File: src/rtl/dma_xfer_pkg.sv
package dma_xfer_pkg;
  typedef enum logic {
    SEQ_IDLE = 1'b0,
    SEQ_BUSY = 1'b1
  } seq_state_e;
endpackage

File: src/rtl/dma_rst_sync.sv
module dma_rst_sync #(
  parameter int STAGES = 2
) (
  input  logic clk,
  input  logic rst_n,
  output logic rst_n_sync
);
  logic [STAGES-1:0] sync_q;

  always_ff @(posedge clk or negedge rst_n) begin
    if (!rst_n) sync_q <= '0;
    else        sync_q <= {sync_q[STAGES-2:0], 1'b1};
  end

  assign rst_n_sync = sync_q[STAGES-1];
endmodule

File: src/rtl/dma_addr_ctr.sv
// Current-address register: loads, steps by one with natural wrap, or reloads.
module dma_addr_ctr #(
  parameter int ADDR_W = 16
) (
  input  logic              clk,
  input  logic              rst_n,
  input  logic              load,
  input  logic [ADDR_W-1:0] load_val,
  input  logic              step,
  input  logic              reload,
  input  logic [ADDR_W-1:0] reload_val,
  output logic [ADDR_W-1:0] addr
);
  logic [ADDR_W-1:0] addr_q, addr_d;
  logic              addr_en;

  always_comb begin
    addr_en = load | step;
    addr_d  = addr_q;
    if (load)                 addr_d = load_val;
    else if (step && reload)  addr_d = reload_val;
    else if (step)            addr_d = addr_q + {{(ADDR_W-1){1'b0}}, 1'b1};
  end

  always_ff @(posedge clk or negedge rst_n) begin
    if (!rst_n)       addr_q <= '0;
    else if (addr_en) addr_q <= addr_d;
  end

  assign addr = addr_q;
endmodule

File: src/rtl/dma_cnt_ctr.sv
// Current-count register holding transfers-minus-one.
module dma_cnt_ctr #(
  parameter int CNT_W = 16
) (
  input  logic             clk,
  input  logic             rst_n,
  input  logic             load,
  input  logic [CNT_W-1:0] load_val,
  input  logic             step,
  input  logic             reload,
  input  logic [CNT_W-1:0] reload_val,
  output logic [CNT_W-1:0] cnt,
  output logic             is_zero
);
  logic [CNT_W-1:0] cnt_q, cnt_d;
  logic             cnt_en;

  always_comb begin
    cnt_en = load | step;
    cnt_d  = cnt_q;
    if (load)                cnt_d = load_val;
    else if (step && reload) cnt_d = reload_val;
    else if (step)           cnt_d = cnt_q - {{(CNT_W-1){1'b0}}, 1'b1};
  end

  always_ff @(posedge clk or negedge rst_n) begin
    if (!rst_n)      cnt_q <= '0;
    else if (cnt_en) cnt_q <= cnt_d;
  end

  assign cnt     = cnt_q;
  assign is_zero = (cnt_q == '0);
endmodule

File: src/rtl/dma_phys_map.sv
// Forms the physical address from page and address for byte or word mode.
module dma_phys_map #(
  parameter int ADDR_W = 16,
  parameter int PAGE_W = 8,
  localparam int PHYS_W = ADDR_W + PAGE_W
) (
  input  logic [PAGE_W-1:0] page,
  input  logic [ADDR_W-1:0] addr,
  input  logic              word_mode,
  output logic [PHYS_W-1:0] phys
);
  logic [PHYS_W-1:0] byte_form, word_form;

  assign byte_form = {page, addr};
  assign word_form = {page[PAGE_W-1:1], addr, 1'b0};

  always_comb begin
    phys = word_mode ? word_form : byte_form;
  end
endmodule

File: src/rtl/dma_xfer_seq.sv
// Transfer sequencer: start condition, acknowledge handling, mask and terminal count.
module dma_xfer_seq
  import dma_xfer_pkg::*;
(
  input  logic clk,
  input  logic rst_n,
  input  logic dreq,
  input  logic bus_ack,
  input  logic mask_set,
  input  logic mask_clr,
  input  logic cnt_zero,
  input  logic autoinit,
  output logic busy,
  output logic step,
  output logic last,
  output logic tc,
  output logic masked
);
  seq_state_e state_q, state_d;
  logic       mask_q, mask_d;
  logic       tc_q, tc_d;
  logic       start;

  always_comb begin
    busy  = (state_q == SEQ_BUSY);
    start = (state_q == SEQ_IDLE) && dreq && !mask_q;
    step  = busy && bus_ack;
    last  = step && cnt_zero;

    state_d = state_q;
    case (state_q)
      SEQ_IDLE: if (start) state_d = SEQ_BUSY;
      SEQ_BUSY: if (bus_ack) state_d = SEQ_IDLE;
      default:  state_d = SEQ_IDLE;
    endcase

    mask_d = mask_q;
    if ((last && !autoinit) || mask_set) mask_d = 1'b1;
    else if (mask_clr)                   mask_d = 1'b0;

    tc_d = last;
  end

  always_ff @(posedge clk or negedge rst_n) begin
    if (!rst_n) begin
      state_q <= SEQ_IDLE;
      mask_q  <= 1'b1;
      tc_q    <= 1'b0;
    end else begin
      state_q <= state_d;
      mask_q  <= mask_d;
      tc_q    <= tc_d;
    end
  end

  assign tc     = tc_q;
  assign masked = mask_q;
endmodule

File: src/rtl/dma_xfer_engine.sv
module dma_xfer_engine #(
  parameter int ADDR_W = 16,
  parameter int CNT_W  = 16,
  parameter int PAGE_W = 8,
  localparam int PHYS_W = ADDR_W + PAGE_W
) (
  input  logic              clk,
  input  logic              rst_n,
  input  logic              cfg_we,
  input  logic [ADDR_W-1:0] cfg_addr,
  input  logic [CNT_W-1:0]  cfg_cnt,
  input  logic [PAGE_W-1:0] cfg_page,
  input  logic              cfg_word,
  input  logic              cfg_auto,
  input  logic              mask_set,
  input  logic              mask_clr,
  input  logic              dreq,
  input  logic              bus_ack,
  output logic              xfer_req,
  output logic [PHYS_W-1:0] phys_addr,
  output logic              tc,
  output logic              masked,
  output logic [ADDR_W-1:0] cur_addr,
  output logic [CNT_W-1:0]  cur_cnt
);
  logic              rst_n_i;
  logic              busy, step, last, cnt_zero, load;
  logic [ADDR_W-1:0] base_addr_q;
  logic [CNT_W-1:0]  base_cnt_q;
  logic [PAGE_W-1:0] page_q;
  logic              word_q, auto_q;

  dma_rst_sync #(.STAGES(2)) u_rst (
    .clk(clk), .rst_n(rst_n), .rst_n_sync(rst_n_i)
  );

  assign load = cfg_we && !busy;

  always_ff @(posedge clk or negedge rst_n_i) begin
    if (!rst_n_i) begin
      base_addr_q <= '0;
      base_cnt_q  <= '0;
      page_q      <= '0;
      word_q      <= 1'b0;
      auto_q      <= 1'b0;
    end else if (load) begin
      base_addr_q <= cfg_addr;
      base_cnt_q  <= cfg_cnt;
      page_q      <= cfg_page;
      word_q      <= cfg_word;
      auto_q      <= cfg_auto;
    end
  end

  dma_xfer_seq u_seq (
    .clk(clk), .rst_n(rst_n_i), .dreq(dreq), .bus_ack(bus_ack),
    .mask_set(mask_set), .mask_clr(mask_clr), .cnt_zero(cnt_zero),
    .autoinit(auto_q), .busy(busy), .step(step), .last(last),
    .tc(tc), .masked(masked)
  );

  dma_addr_ctr #(.ADDR_W(ADDR_W)) u_addr (
    .clk(clk), .rst_n(rst_n_i), .load(load), .load_val(cfg_addr),
    .step(step), .reload(last && auto_q), .reload_val(base_addr_q),
    .addr(cur_addr)
  );

  dma_cnt_ctr #(.CNT_W(CNT_W)) u_cnt (
    .clk(clk), .rst_n(rst_n_i), .load(load), .load_val(cfg_cnt),
    .step(step), .reload(last && auto_q), .reload_val(base_cnt_q),
    .cnt(cur_cnt), .is_zero(cnt_zero)
  );

  dma_phys_map #(.ADDR_W(ADDR_W), .PAGE_W(PAGE_W)) u_map (
    .page(page_q), .addr(cur_addr), .word_mode(word_q), .phys(phys_addr)
  );

  assign xfer_req = busy;
endmodule

File: config.mk
export PLATFORM = sky130hd
export DESIGN_NAME = dma_xfer_engine
export DESIGN_NICKNAME = d
export VERILOG_FILES = /design/src/rtl/dma_xfer_pkg.sv /design/src/rtl/dma_rst_sync.sv /design/src/rtl/dma_addr_ctr.sv /design/src/rtl/dma_cnt_ctr.sv /design/src/rtl/dma_phys_map.sv /design/src/rtl/dma_xfer_seq.sv /design/src/rtl/dma_xfer_engine.sv
export SDC_FILE = /design/constraint.sdc
export NUM_CORES = 1
export LEC_CHECK = 0
export BUFFER_PORTS_ARGS = -buffer_cell sky130_fd_sc_hd__buf_2
export CORE_MARGIN = 2
export CORE_UTILIZATION = 53
export CTS_CLUSTER_DIAMETER = 80
export DETAILED_ROUTE_END_ITERATION = 16
export PLACE_DENSITY = 0.77
export SYNTH_ARGS = -nofsm -noshare
export SYNTH_HDL_FRONTEND = slang
export SYNTH_SLANG_ARGS = --single-unit
File: constraint.sdc
create_clock -name clk -period 3.1 [get_ports clk]
set_input_delay 0.62 -clock clk [delete_from_list [all_inputs] [get_ports clk]]
set_output_delay 0.62 -clock clk [all_outputs]
set_load 0.01 [all_outputs]
==> impl_metrics.env, run 1 <==
export IMPL_grt_max_degree=78
export IMPL_core_area_sq_um=7690
export IMPL_fin_crit_sh=0.885
export IMPL_pwr_share_comb=0.263
export IMPL_ys_ff_latch=79
export IMPL_setup_slack_ps=357
export IMPL_drt_wl_total_um=10900
export IMPL_grt_first_pass_wirelength_um=18000
export IMPL_drtAntennaViolNets=0
export IMPL_grt_busiest_layer="met2"
export IMPL_swShare=0.356
export IMPL_routabilityCongestion=0.837
export IMPL_async_flop_share=1.00
export IMPL_syn2layout_area_growth_pct=17.9
export IMPL_place_hpwl_um=7450
export IMPL_netlist_area_leader_share=0.467
export IMPL_synth_area_leader_cell="dfrtp_1"
export IMPL_start_kind="flop"
export IMPL_port_buffer_count=107
export IMPL_fin_area_sq_um=4930
export IMPL_final_core_util=0.641
export IMPL_pre_cts_ws_ps=422
export IMPL_setup_viol=0
export IMPL_clockBufferDepth=2
export IMPL_syn_nets=524
export IMPL_crit_type="flop to flop"
export IMPL_max_freq_mhz=365
export IMPL_rsz0062_at_grt="no"
export IMPL_timing_final_max_slew_violations=0
export IMPL_grt_pass1_vias=3714
export IMPL_layout_nets=613
export IMPL_skew_ps=12.9
export IMPL_max_slew_margin=0.330
export IMPL_cp_top_family="simple AND/OR/NAND/NOR gates"
export IMPL_cts_made_buffers=9
export IMPL_placed_area_sq_um=4740
export IMPL_crit_buf_inv=0
export IMPL_grt_overflow=0
export IMPL_clk_pin_slew_worst_paths_ps=90
export IMPL_via_per_inst=5.75
export IMPL_synth_edf_count=0
export IMPL_syn_inst=472
export IMPL_grt_usage=0.266
export IMPL_cts_root_buffer_cell="clkbuf_8"
export IMPL_min_period_ps=2740
export IMPL_post_drt_wl_per_cell_um=16.4
export IMPL_hold_viol_final=0
export IMPL_setup_tns_final_ps=0
export IMPL_maxCapViolCount=0
export IMPL_cts_resized=0
export IMPL_grtUsageMet3=0.0537
export IMPL_clkPwrFrac=0.251
export IMPL_drt_iter0_markers=269
export IMPL_p_per_area_nw_per_um2=599
export IMPL_drive_above_1_share=0.279
export IMPL_cts_sinks=79
export IMPL_p_seq_frac=0.486
export IMPL_power_leakage_nw=2.43
export IMPL_cts_tree="yes"
export IMPL_initial_core_util=0.544
export IMPL_finalPower_mw=2.95
export IMPL_final_cell_mix="nand2_1 (149), buf_2 (107), dfrtp_1 (77)"
export IMPL_die_h_um=92.8
export IMPL_max_stage_delay_ps=700
export IMPL_outcome="completed"
export IMPL_endpoint_kind="flop"
export IMPL_drt_pass1_iter_count=5
export IMPL_worstPathCellList="or4_1, nor4_4, nand3_2, o211a_1, o32ai_1"
export IMPL_n_antenna_cell=0
export IMPL_p_int_mw=1.90
export IMPL_required_ps=3360
export IMPL_ir_worst_vdd_mv=0.315
export IMPL_die_x_um=92.8
export IMPL_antenna_found_initial=0
export IMPL_synth_area_top_cells="dfrtp_1 (47%), nand2_1 (13%), mux2_2 (4.8%), mux2i_1 (2.4%), nor2_1 (2.3%)"
export IMPL_cts_hold_buf=0
export IMPL_cp_data_arrival_time_ps=3000
export IMPL_layout_commonest_cell="nand2_1"
export IMPL_worst_slew_pin_slew_ps=1010
export IMPL_drc=0
export IMPL_syn_cell_area_sq_um=4180
export IMPL_path_max_fanout=23
export IMPL_rows=32
export IMPL_dieArea_sq_um=8620
export IMPL_io_pins=108
export IMPL_cpMaxStageDelayCell="or4_1"
export IMPL_cts_setup_buffers=0
export IMPL_cts_htree_levels=3
export IMPL_yosysSeqAreaShare=0.473
export IMPL_met1_usage=0.372
export IMPL_insertion_delay_ps=360
export IMPL_synth_cell_type_count=51
export IMPL_synthFlopType="dfrtp_1"
export IMPL_min_delay_path_class="primary input to async pin"
export IMPL_syn_area_per_cell_sq_um=8.86
export IMPL_vias=3838
export IMPL_yosysWarningCount=0
export IMPL_use_met2=0.414
export IMPL_power_switching_mw=1.05
worst register-to-register path: stages (launching register included):
cell and delay, ps:
dfrtp_1 450, or4_1 700, nor4_4 350, nand3_2 560, o211a_1 340, o32ai_1 250
flip-flops by register name (all words and copies together), names as in the netlist:
| register | count |
|---|---|
| word_q | 1 |
| u_seq.masked | 1 |
| base_addr_q | 16 |
| u_rst.sync_q | 2 |
| page_q | 8 |
| u_addr.addr | 16 |
| base_cnt_q | 16 |
| u_cnt.cnt | 16 |
| auto_q | 1 |
| u_seq.busy | 1 |
| u_seq.tc | 1 |
area by class of cell:
type	count	area [sq um]
Tap cell	102	128
Sequential cell	79	1980
Inverter	5	18.8
Clock inverter	5	41.3
Clock buffer	11	151
Fill cell	690	2760
Timing Repair Buffer	114	588
Multi-Input combinational cell	352	2020
power groups by stage:
stage	registers, mW	clock network [mW]	logic (mW)
2_1_floorplan	1.41	0	0.506
3_3_place_gp	1.44	0	0.752
3_5_place_dp	1.45	0	0.775
4_1_cts	1.43	0.753	0.779
5_1_grt	1.47	0.802	0.861
6_report	1.44	0.740	0.776
per-stage QoR:
step | instances | hold slack, ps
2_1_floorplan | 472 | 324
3_3_place_gp | 652 | 341
3_5_place_dp | 652 | 343
4_1_cts | 668 | 8.42
5_1_grt | 668 | 4.69
6_report | 668 | 18.6
final timing paths:
check / from / to / slack, ps / cells after the start
max in group asynchronous: u_rst.sync_q[1] / u_seq.busy / 1930 / 0
setup reg to reg: u_cnt.cnt[6] / u_addr.addr[8] / 360 / 5
hold / removal: rst_n / u_rst.sync_q[1] / 20 / 1
hold reg to reg: u_rst.sync_q[0] / u_rst.sync_q[1] / 370 / 0
setup / recovery: u_cnt.cnt[6] / u_addr.addr[8] / 360 / 5
min in group clk: u_rst.sync_q[0] / u_rst.sync_q[1] / 370 / 0
cells in the mapped netlist (all sizes together), types with 2 or more instances:
master / count
nor4: 6
and2: 2
a31oi: 2
nor3: 9
and3: 6
or3: 4
nand2b: 2
xor2: 10
nand4: 4
nand2: 149
o221ai: 9
a21oi: 14
mux2: 18
inv: 5
a211oi: 6
dfrtp: 78
nand3: 10
o21ai: 11
ha: 3
a21boi: 3
a22oi: 9
o22ai: 8
nor2: 26
xnor2: 7
nor2b: 2
o211ai: 8
buf: 14
mux2i: 10
or4: 2
clkbuf: 22
logic make-up (layout without fill, tap and decap cells):
group | count (synthesis) | in the layout | share of synthesized area
AND/OR/NAND/NOR | 225 | 225 | 0.235
flip-flops | 79 | 79 | 0.473
AO/OA/AOI/OAI | 78 | 78 | 0.127
buffers and inverters | 41 | 135 | 0.0461
multiplexers | 28 | 28 | 0.0724
XOR/XNOR | 17 | 17 | 0.0356
adder cells (fa/ha/maj) | 3 | 3 | 0.00898
other | 1 | 1 | 0.000897
layer usage:
layer,routed length [um],share of wire
met3,725,0.066
met1,4810,0.44
met4,183,0.017
met2,5230,0.48
met5,0,0
No activity file was read; power rests on OpenSTA's default activity.
==> run 2: changes to the inputs <==
--- a/config.mk
+++ b/config.mk
@@ -10,6 +10,7 @@
 export CORE_UTILIZATION = 53
 export CTS_CLUSTER_DIAMETER = 80
 export DETAILED_ROUTE_END_ITERATION = 16
+export HOLD_SLACK_MARGIN = 0.08
 export PLACE_DENSITY = 0.77
 export SYNTH_ARGS = -nofsm -noshare
 export SYNTH_HDL_FRONTEND = slang
==> impl_metrics.env, run 2 (synthesized netlist as in run 1, its figures left out) <==
export IMPL_outcome="completed"
export IMPL_required_ps=3360
export IMPL_cts_root_buffer_cell="clkbuf_8"
export IMPL_placedCellCount=652
export IMPL_start_kind="flop"
export IMPL_max_slew_margin=0.334
export IMPL_worst_slew_pin_slew_ps=998
export IMPL_cts_hold_buf=1
export IMPL_p_per_area_nw_per_um2=598
export IMPL_r2r_start="u_cnt.cnt[6]"
export IMPL_path_max_fanout=23
export IMPL_whs_endpoint="u_rst.sync_q[1]"
export IMPL_cpMaxStageDelayCell="or4_1"
export IMPL_layout_commonest_cell="nand2_1"
export IMPL_layout_nets=614
export IMPL_clk_pin_slew_worst_paths_ps=90
export IMPL_grt_overflow=0
export IMPL_reg2reg_setup_slack_ps=360
export IMPL_dieArea_sq_um=8620
export IMPL_endpoint_kind="flop"
export IMPL_reg2reg_depth=5
export IMPL_drt_iter0_markers=281
export IMPL_final_core_util=0.643
export IMPL_syn2layout_area_growth_pct=18.1
export IMPL_min_delay_path_depth=0
export IMPL_clockBufferDepth=2
export IMPL_cts_resized=0
export IMPL_core_area_sq_um=7690
export IMPL_final_cell_mix="nand2_1 (149), buf_2 (107), dfrtp_1 (77)"
export IMPL_vias=3838
export IMPL_grt_first_pass_wirelength_um=18000
export IMPL_antenna_found_initial=0
export IMPL_power_leakage_nw=2.43
export IMPL_post_drt_wl_per_cell_um=16.3
export IMPL_skew_ps=14.5
export IMPL_rsz0062_at_grt="no"
export IMPL_die_x_um=92.8
export IMPL_fin_area_sq_um=4940
export IMPL_maxCapViolCount=0
export IMPL_initial_core_util=0.544
export IMPL_worstPathCellList="or4_1, nor4_4, nand3_2, o211a_1, o32ai_1"
export IMPL_worstHoldStart="u_rst.sync_q[0]"
export IMPL_drt_wl_total_um=10900
export IMPL_num_fill_cells=690
export IMPL_cts_setup_buffers=0
export IMPL_cts_made_buffers=9
export IMPL_setup_tns_final_ps=0
export IMPL_routabilityCongestion=0.837
export IMPL_port_buffer_count=107
export IMPL_grt_max_degree=78
export IMPL_placed_area_sq_um=4740
export IMPL_grt_usage=0.267
export IMPL_grt_pass1_vias=3715
export IMPL_hold_viol_final=0
export IMPL_drtAntennaViolNets=0
export IMPL_drt_pass1_iter_count=5
export IMPL_insertion_delay_ps=360
export IMPL_die_h_um=92.8
export IMPL_io_pins=108
export IMPL_drive_above_1_share=0.279
export IMPL_cts_sinks=79
export IMPL_ir_worst_vdd_mv=0.317
export IMPL_cts_htree_levels=3
export IMPL_finalPower_mw=2.95
export IMPL_place_hpwl_um=7450
export IMPL_min_period_ps=2740
export IMPL_via_per_inst=5.74
export IMPL_n_antenna_cell=0
export IMPL_max_stage_delay_ps=700
export IMPL_max_freq_mhz=364
export IMPL_drc=0
export IMPL_final_cells=669
export IMPL_min_delay_path_class="flop to flop"
export IMPL_cts_tree="yes"
export IMPL_r2r_end="u_addr.addr[8]"
export IMPL_fin_crit_sh=0.885
export IMPL_cp_data_arrival_time_ps=3000
export IMPL_crit_type="flop to flop"
export IMPL_rows=32
export IMPL_timing_final_max_slew_violations=0
export IMPL_setup_viol=0
run 2: how the worst max path moves through the flow:
stage | depth (start not counted) | end | slack, ps | start
after floorplan | 0 | auto_q | 740 | u_rst.sync_q[1]
after global placement | 5 | u_addr.addr[8] | 490 | u_cnt.cnt[6]
after detailed placement | 5 | u_addr.addr[8] | 420 | u_cnt.cnt[6]
after CTS | 5 | u_addr.addr[8] | 400 | u_cnt.cnt[6]
after global routing | 5 | u_cnt.cnt[0] | 200 | u_cnt.cnt[6]
final | 5 | u_addr.addr[8] | 360 | u_cnt.cnt[6]
run 2: layout make-up:
class	instances	area, sq um	area share
Inverter	5	18.8	0.00380
Tap cell	102	128	0.0258
Clock inverter	5	41.3	0.00836
Timing Repair Buffer	115	598	0.121
Clock buffer	11	151	0.0306
Multi-Input combinational cell	352	2020	0.409
Sequential cell	79	1980	0.401
run 2: per-layer routing:
metal  global-route usage  up-vias  part of all wire
met4               0.0968        0             0.017
li1                     -     1803                 -
met2                0.415      159              0.48
met3               0.0537       22             0.069
met5                    0        -                 0
met1                0.372     1854              0.43
run 2: worst max-delay path, delay by kind of cell, from the launching register on:
| kind | cells | cell delay (ps) |
|---|---|---|
| and+or+nand+nor | 3 | 1620 |
| AOI/OAI and AO/OA | 2 | 590 |
| DFF | 1 | 450 |
run 2: power breakdown:
part / total, mW / internal, mW / switching, mW
Combinational: 0.778 / 0.366 / 0.412
Clock: 0.740 / 0.340 / 0.400
Sequential: 1.43 / 1.20 / 0.237
Total: 2.95 / 1.90 / 1.05
run 2: per-stage QoR:
stage	setup slack [ps]	hold slack, ps
after floorplan	739	324
after global placement	493	341
after detailed placement	422	343
after CTS	398	372
after global routing	195	381
final	356	368
==> run 3: changes to the inputs <==
--- a/config.mk
+++ b/config.mk
@@ -12,6 +12,7 @@
 export DETAILED_ROUTE_END_ITERATION = 16
 export HOLD_SLACK_MARGIN = 0.08
 export PLACE_DENSITY = 0.77
+export REMOVE_ABC_BUFFERS = 1
 export SYNTH_ARGS = -nofsm -noshare
 export SYNTH_HDL_FRONTEND = slang
 export SYNTH_SLANG_ARGS = --single-unit
==> impl_metrics.env, run 3 (synthesized netlist as in run 1, its figures left out) <==
export IMPL_drc=0
export IMPL_fin_crit_sh=0.880
export IMPL_grt_overflow=0
export IMPL_dieArea_sq_um=8620
export IMPL_routabilityCongestion=0.813
export IMPL_min_delay_path_depth=0
export IMPL_place_hpwl_um=7370
export IMPL_worst_slew_pin_slew_ps=987
export IMPL_worstPathCellList="or4_1, nor4_4, nand3_2, buf_4, o211a_1, o32ai_1"
export IMPL_port_buffer_count=107
export IMPL_endpoint_kind="flop"
export IMPL_cts_resized=0
export IMPL_io_pins=108
export IMPL_maxCapViolCount=0
export IMPL_insertion_delay_ps=350
export IMPL_p_per_area_nw_per_um2=578
export IMPL_core_area_sq_um=7690
export IMPL_crit_path_start="u_cnt.cnt[6]"
export IMPL_max_stage_delay_ps=700
export IMPL_path_max_fanout=15
export IMPL_rsz0062_at_grt="no"
export IMPL_register_area_sq_um=1980
export IMPL_finalPower_mw=2.85
export IMPL_start_kind="flop"
export IMPL_cts_setup_buffers=0
export IMPL_post_drt_wl_per_cell_um=15.9
export IMPL_grt_usage=0.257
export IMPL_syn2layout_area_growth_pct=17.6
export IMPL_rows=32
export IMPL_r2r_start="u_cnt.cnt[6]"
export IMPL_via_per_inst=5.63
export IMPL_skew_ps=10.7
export IMPL_initial_core_util=0.544
export IMPL_num_fill_cells=683
export IMPL_clockBufferDepth=2
export IMPL_layout_nets=617
export IMPL_grt_pass1_vias=3609
export IMPL_required_ps=3340
export IMPL_die_h_um=92.8
export IMPL_drt_pass1_iter_count=5
export IMPL_die_x_um=92.8
export IMPL_min_period_ps=2730
export IMPL_crit_type="flop to flop"
export IMPL_drive_above_1_share=0.274
export IMPL_ir_worst_vdd_mv=0.271
export IMPL_outcome="completed"
export IMPL_power_leakage_nw=2.43
export IMPL_setup_viol=0
export IMPL_min_delay_path_class="flop to flop"
export IMPL_drt_iter0_markers=304
export IMPL_drtAntennaViolNets=0
export IMPL_setup_tns_final_ps=0
export IMPL_reg2reg_setup_slack_ps=370
export IMPL_n_antenna_cell=0
export IMPL_reg2reg_depth=6
export IMPL_cts_htree_levels=3
export IMPL_cpMaxStageDelayCell="or4_1"
export IMPL_multi_input_area_sq_um=2020
export IMPL_layout_commonest_cell="nand2_1"
export IMPL_cts_tree="yes"
export IMPL_antenna_found_initial=0
export IMPL_cts_sinks=79
export IMPL_clk_pin_slew_worst_paths_ps=80
export IMPL_timing_final_max_slew_violations=0
export IMPL_cts_root_buffer_cell="clkbuf_8"
export IMPL_hold_viol_final=0
export IMPL_grt_first_pass_wirelength_um=17700
export IMPL_max_freq_mhz=367
export IMPL_max_slew_margin=0.342
export IMPL_cts_made_buffers=9
export IMPL_cp_data_arrival_time_ps=2970
export IMPL_crit_end="u_addr.addr[8]"
export IMPL_vias=3777
export IMPL_grt_max_degree=78
export IMPL_r2r_end="u_addr.addr[8]"
export IMPL_final_cell_mix="nand2_1 (149), buf_2 (107), dfrtp_1 (77)"
export IMPL_drt_wl_total_um=10700
[run 3: how the worst min path moves through the flow]
stage | endpoint | slack (ps) | start
4_1_cts | u_rst.sync_q[1] | 380 | u_rst.sync_q[0]
5_1_grt | u_rst.sync_q[1] | 390 | u_rst.sync_q[0]
6_report | u_rst.sync_q[1] | 370 | u_rst.sync_q[0]
3_5_place_dp | u_rst.sync_q[1] | 360 | u_rst.sync_q[0]
2_1_floorplan | u_rst.sync_q[0] | 320 | rst_n
3_3_place_gp | u_rst.sync_q[1] | 340 | u_rst.sync_q[0]
[run 3: per-layer routing]
| layer | GRT usage | share of wire |
|---|---|---|
| met5 | 0 | 0 |
| met1 | 0.347 | 0.43 |
| met3 | 0.0480 | 0.061 |
| met2 | 0.432 | 0.50 |
| met4 | 0.0600 | 0.010 |
[run 3: what timing repair did]
item / CTS / global route
setup endpoints to repair: 0 / 0
endpoints found under the hold margin: 2 / 0
hold buffers: 1 / 0
[run 3: worst max-delay path, delay by kind of cell (launching register included)]
| family | cells | cell delay (ps) |
|---|---|---|
| simple gates | 3 | 1460 |
| flops | 1 | 450 |
| buf+inv | 1 | 340 |
| compound gates | 2 | 380 |
[run 3: through the flow]
step,setup WS [ps],util,cells,cell area (sq um),hold WS (ps)
3_5_place_dp,434,0.619,655,4760,358
3_3_place_gp,520,0.619,655,4760,338
6_report,372,0.640,671,4920,372
2_1_floorplan,79.7,-,436,4010,324
5_1_grt,240,0.640,671,4920,389
4_1_cts,405,0.640,671,4920,377
[run 3: power by group]
part	switching (mW)	internal, mW
sequential	0.236	1.20
combinational	0.404	0.368
clock	0.354	0.286
total	0.994	1.85
[run 3: cell type report]
class / instances / share of cell area
multi-input combinational: 352 / 0.411
clock buffer: 13 / 0.0282
sequential: 79 / 0.403
tap: 102 / 0.0259
inverter: 5 / 0.00382
timing repair buffer: 118 / 0.126
clock inverter: 2 / 0.00204
